### config.mk
export PLATFORM = sky130hd
export DESIGN_NAME = harvest_seq
export DESIGN_NICKNAME = d
export VERILOG_FILES = /design/src/rtl/harvest_seq.sv
export SDC_FILE = /design/constraint.sdc
export NUM_CORES = 1
export LEC_CHECK = 0
export ABC_AREA = 1
export BUFFER_PORTS_ARGS = -buffer_cell sky130_fd_sc_hd__buf_2
export CAP_MARGIN = 20
export CORE_AREA = 2 2 39 41
export CTS_CLUSTER_DIAMETER = 200
export DETAILED_ROUTE_END_ITERATION = 7
export DIE_AREA = 0 0 41 43
export SLEW_MARGIN = 15
export SYNTH_ARGS = -nofsm -noshare
export SYNTH_HDL_FRONTEND = slang
export SYNTH_SLANG_ARGS = --single-unit
### constraint.sdc
create_clock -name clk -period 2.7 [get_ports clk]
set_input_delay 0.135 -clock clk [delete_from_list [all_inputs] [get_ports clk]]
set_output_delay 0.135 -clock clk [all_outputs]
set_load 0.01 [all_outputs]
### src/rtl/harvest_seq.sv
module harvest_seq #(
  parameter int SYNC_STAGES = 2
) (
  input  logic       clk,
  input  logic       rst_n,
  input  logic       core_hi_a,
  input  logic       sto_hi_a,
  input  logic       load_hi_a,
  output logic       core_pump,
  output logic       boost_en,
  output logic       buck_clk_en,
  output logic       rail_sep_n,
  output logic       start_off,
  output logic [2:0] phase
);

  typedef enum logic [2:0] {
    PH_IDLE  = 3'd0,
    PH_PUMP  = 3'd1,
    PH_STORE = 3'd2,
    PH_BUCK  = 3'd3,
    PH_MERGE = 3'd4
  } phase_t;

  logic [2:0] sync_q [SYNC_STAGES];
  logic       core_ok, sto_ok, load_ok;
  phase_t     cur, nxt;

  always_ff @(posedge clk) begin
    if (!rst_n) begin
      for (int i = 0; i < SYNC_STAGES; i++) sync_q[i] <= '0;
    end else begin
      sync_q[0] <= {load_hi_a, sto_hi_a, core_hi_a};
      for (int i = 1; i < SYNC_STAGES; i++) sync_q[i] <= sync_q[i-1];
    end
  end

  assign core_ok = sync_q[SYNC_STAGES-1][0];
  assign sto_ok  = sync_q[SYNC_STAGES-1][1];
  assign load_ok = sync_q[SYNC_STAGES-1][2];

  always_comb begin
    nxt = cur;
    unique case (cur)
      PH_IDLE:  nxt = PH_PUMP;
      PH_PUMP:  if (core_ok) nxt = PH_STORE;
      PH_STORE: if (!core_ok) nxt = PH_PUMP;
                else if (sto_ok) nxt = PH_BUCK;
      PH_BUCK:  if (!core_ok) nxt = PH_PUMP;
                else if (!sto_ok) nxt = PH_STORE;
                else if (load_ok) nxt = PH_MERGE;
      PH_MERGE: if (!core_ok) nxt = PH_PUMP;
      default:  nxt = PH_IDLE;
    endcase
  end

  always_ff @(posedge clk) begin
    if (!rst_n) cur <= PH_IDLE;
    else        cur <= nxt;
  end

  assign core_pump   = (cur == PH_PUMP) && !core_ok;
  assign boost_en    = (cur == PH_STORE) || (cur == PH_BUCK) || (cur == PH_MERGE);
  assign buck_clk_en = ((cur == PH_BUCK) || (cur == PH_MERGE)) && sto_ok;
  assign rail_sep_n  = (cur != PH_MERGE);
  assign start_off   = (cur == PH_MERGE);
  assign phase       = cur;

endmodule

==> summary.md <==
| Metric | Value |
|---|---|
| Status | `complete, no violations` |
| Min-Delay Startpoint | `load_hi_a` |
| Gr usage total | `0.112` |
| Largest net degree at the start of global routing | `10` |
| Final WS setup | `1.33 ns` |
| Worst hold margin | `0.0634 ns` |
| Row count | `14` |
| Peak supply drop | `0.000334 V` |
| DRC Markers | `0` |
| Io pins | `13` |
| Worst slew pin tran | `0.228 ns` |
| First-pass GRT wire length | `1320 um` |
| Clk_lat worst skew | `0.25 ns` |
| Drt first pass iters | `4` |
| Cell count after synthesis | `62` |
| Synth top area cells | `dfxtp_1 (42%), inv_1 (11%), nand2_1 (11%)` |
| CTS Buffer Depth | `2` |
| Hold crit path type | `input port to register` |
| Clock buffer count from CTS | `3` |
| Vias in the first global route | `347` |
| Core outline area | `1380 um^2` |
| Initial core utilization | `0.309` |
| CTS tree | `done` |
| Leak | `0.000316 uW` |
| Wire length per cell | `8.37 um` |
| RSZ-0062 raised after global routing | `false` |
| Final Non-Filler Cells | `93` |
| Internal power | `252 uW` |
| Reg2reg start | `phase[0]` |
| FFs w/ async S/R, synth | `0` |
| Clock Skew | `0.00208 ns` |
| GPL Wtd Cong | `0.699` |
| Post-CTS Setup Inserts | `0` |
| Final setup fails | `0` |
| Syn_area_per_cell | `6.90 um^2` |
| CP Max Fanout | `6` |
| Global route overflow | `0` |
| #FFs+latches synth | `9` |
| Net switching power | `131 uW` |
| Antenna cells | `0` |
| Dominant cell type by area after synthesis | `dfxtp_1` |
| Worst-path clk slew | `0.06 ns` |
| Reg2reg setup slack | `1.56 ns` |
| Flop pwr share | `0.431` |
| Post-detail-place hpwl | `626 um` |
| Post-CTS sizing | `0` |
| Worst Hold Endpoint | `sync_q[0][2]` |
| Synth Flop Type | `dfxtp_1` |
| Distinct cells, synth | `17` |
| Nets | `83` |
| Full die area | `1760 um^2` |
| Top post-synthesis cells by count | `inv_1 (13), nand2_1 (13), dfxtp_1 (9), nor2_1 (5)` |
| Worst Setup Path Type | `register to output pin` |
| Tcrit/Tclk final | `0.509` |
| Req. time, crit path | `2.57 ns` |
| Via count | `398` |
| Multi-input logic area | `191 um^2` |
| Clk sink count | `9` |
| Synth Cell Area | `428 um^2` |
| Pre-CTS setup slack | `1.56 ns` |
| Area Overhead vs Synth | `24.0%` |
| Die width | `41 um` |
| Clock Power Share | `0.260` |
| 1st-iter DRT viols | `5` |
| Max cap viols | `0` |
| H-tree levels | `1` |
| Remaining antenna violation count | `0` |
| Sum Neg Setup Slack | `0 ns` |
| Vert. Die Dim | `43 um` |
| Max Fclk | `0.728 GHz` |
| Total wire length | `778 um` |
| Crit end category | `output pin` |
| CP Launch Type | `register` |
| Hold buffers post-CTS | `0` |
| Min Tclk post-route | `1.37 ns` |
| Sw Ratio | `0.341` |
| EDFF count, synth | `0` |
| Syn. warnings | `0` |
| Dpl cells | `89` |
| Yosys top cell area share | `0.421` |
| Sequential-to-total area share from yosys stat | `0.421` |
| R2r endpoint | `phase[2]` |
| Cells on Worst Hold Path | `3` |
| Max Transition Viols Final | `0` |
| Initial antenna violation count | `0` |
| Port Buffers | `12` |
| Fill cell count | `165` |
| Final Hold Vio Count | `0` |
| Synth Net Count | `67` |
| Register area | `180 um^2` |
| Max_slew headroom | `0.847` |
| DR vias/cell | `4.28` |
| Gate power share | `0.308` |
| Layout cells sized above 1 | `0.312` |
| CTS root buf | `clkbuf_4` |
| Worst path arrival time | `1.24 ns` |
| Reg2Reg Depth | `6` |
| Power Dens Cells | `722 nW/um^2` |
[registers in the layout (all words and copies together) (netlist names)]
register  count
phase         3
sync_q        6
[logic make-up after synthesis]
| logic type | synth area share |
|---|---|
| buffers and inverters | 0.132 |
| DFF | 0.421 |
| and+or+nand+nor | 0.371 |
| AOI/OAI and AO/OA | 0.0760 |
[stage by stage]
stage               total power [uW]  area (um^2)  utilization
finish                           383          531        0.383
global route                     418          531        0.383
CTS                              391          531        0.383
detailed placement               286          504        0.364
global placement                 285          504        0.364
floorplan                        248          428            -
[worst max-delay path by stage]
stage                     startpoint           to  slack (ns)  cells past startpoint
after floorplan             phase[0]  buck_clk_en        1.59                      4
after global placement      phase[0]     phase[2]        1.59                      7
after detailed placement    phase[0]     phase[2]        1.56                      7
after CTS                   phase[0]  buck_clk_en        1.31                      5
after global routing        phase[0]  buck_clk_en        1.25                      5
final                       phase[0]  buck_clk_en        1.33                      5
[power groups by stage]
stage | clock [uW] | sequential, uW | combinational (uW)
2_1_floorplan | 0 | 170 | 78.3
3_3_place_gp | 0 | 169 | 116
3_5_place_dp | 0 | 168 | 118
4_1_cts | 107 | 165 | 119
5_1_grt | 117 | 168 | 134
6_report | 99.6 | 165 | 118
[final cells by class]
| cell class | count | share of cell area |
|---|---|---|
| tap | 16 | 0.0377 |
| sequential | 9 | 0.340 |
| inverter | 14 | 0.0991 |
| clock buffer | 4 | 0.0495 |
| multi-input combinational | 38 | 0.361 |
| timing repair buffer | 12 | 0.113 |
[metal layers]
layer  vias to the layer above  wire (um)  GRT usage  share of wire
met3                         2         55     0.0314          0.071
met2                        13        356      0.169           0.46
met5                         -          0          0              0
met4                         0          4     0.0800         0.0051
li1                        213          -          -              -
met1                       170        362      0.128           0.47
[cell usage in the layout (no fill, tap or decap), drive strengths merged]
master / synthesis / routed
o21a: 1 / 1
dfxtp: 9 / 9
nand3: 5 / 5
and2: 1 / 1
o21ai: 3 / 3
nor2: 8 / 8
a21oi: 2 / 2
buf: 0 / 12
nand2: 17 / 17
inv: 14 / 14
clkbuf: 1 / 4
nand4: 1 / 1
[worst max-delay path: stages, from the launching register on]
cell     delay (ns)
dfxtp_1        0.43
nor2_1         0.11
nand2_1        0.10
inv_1          0.06
o21a_1         0.16
buf_2          0.13
Power figures use the tool's default switching activity.
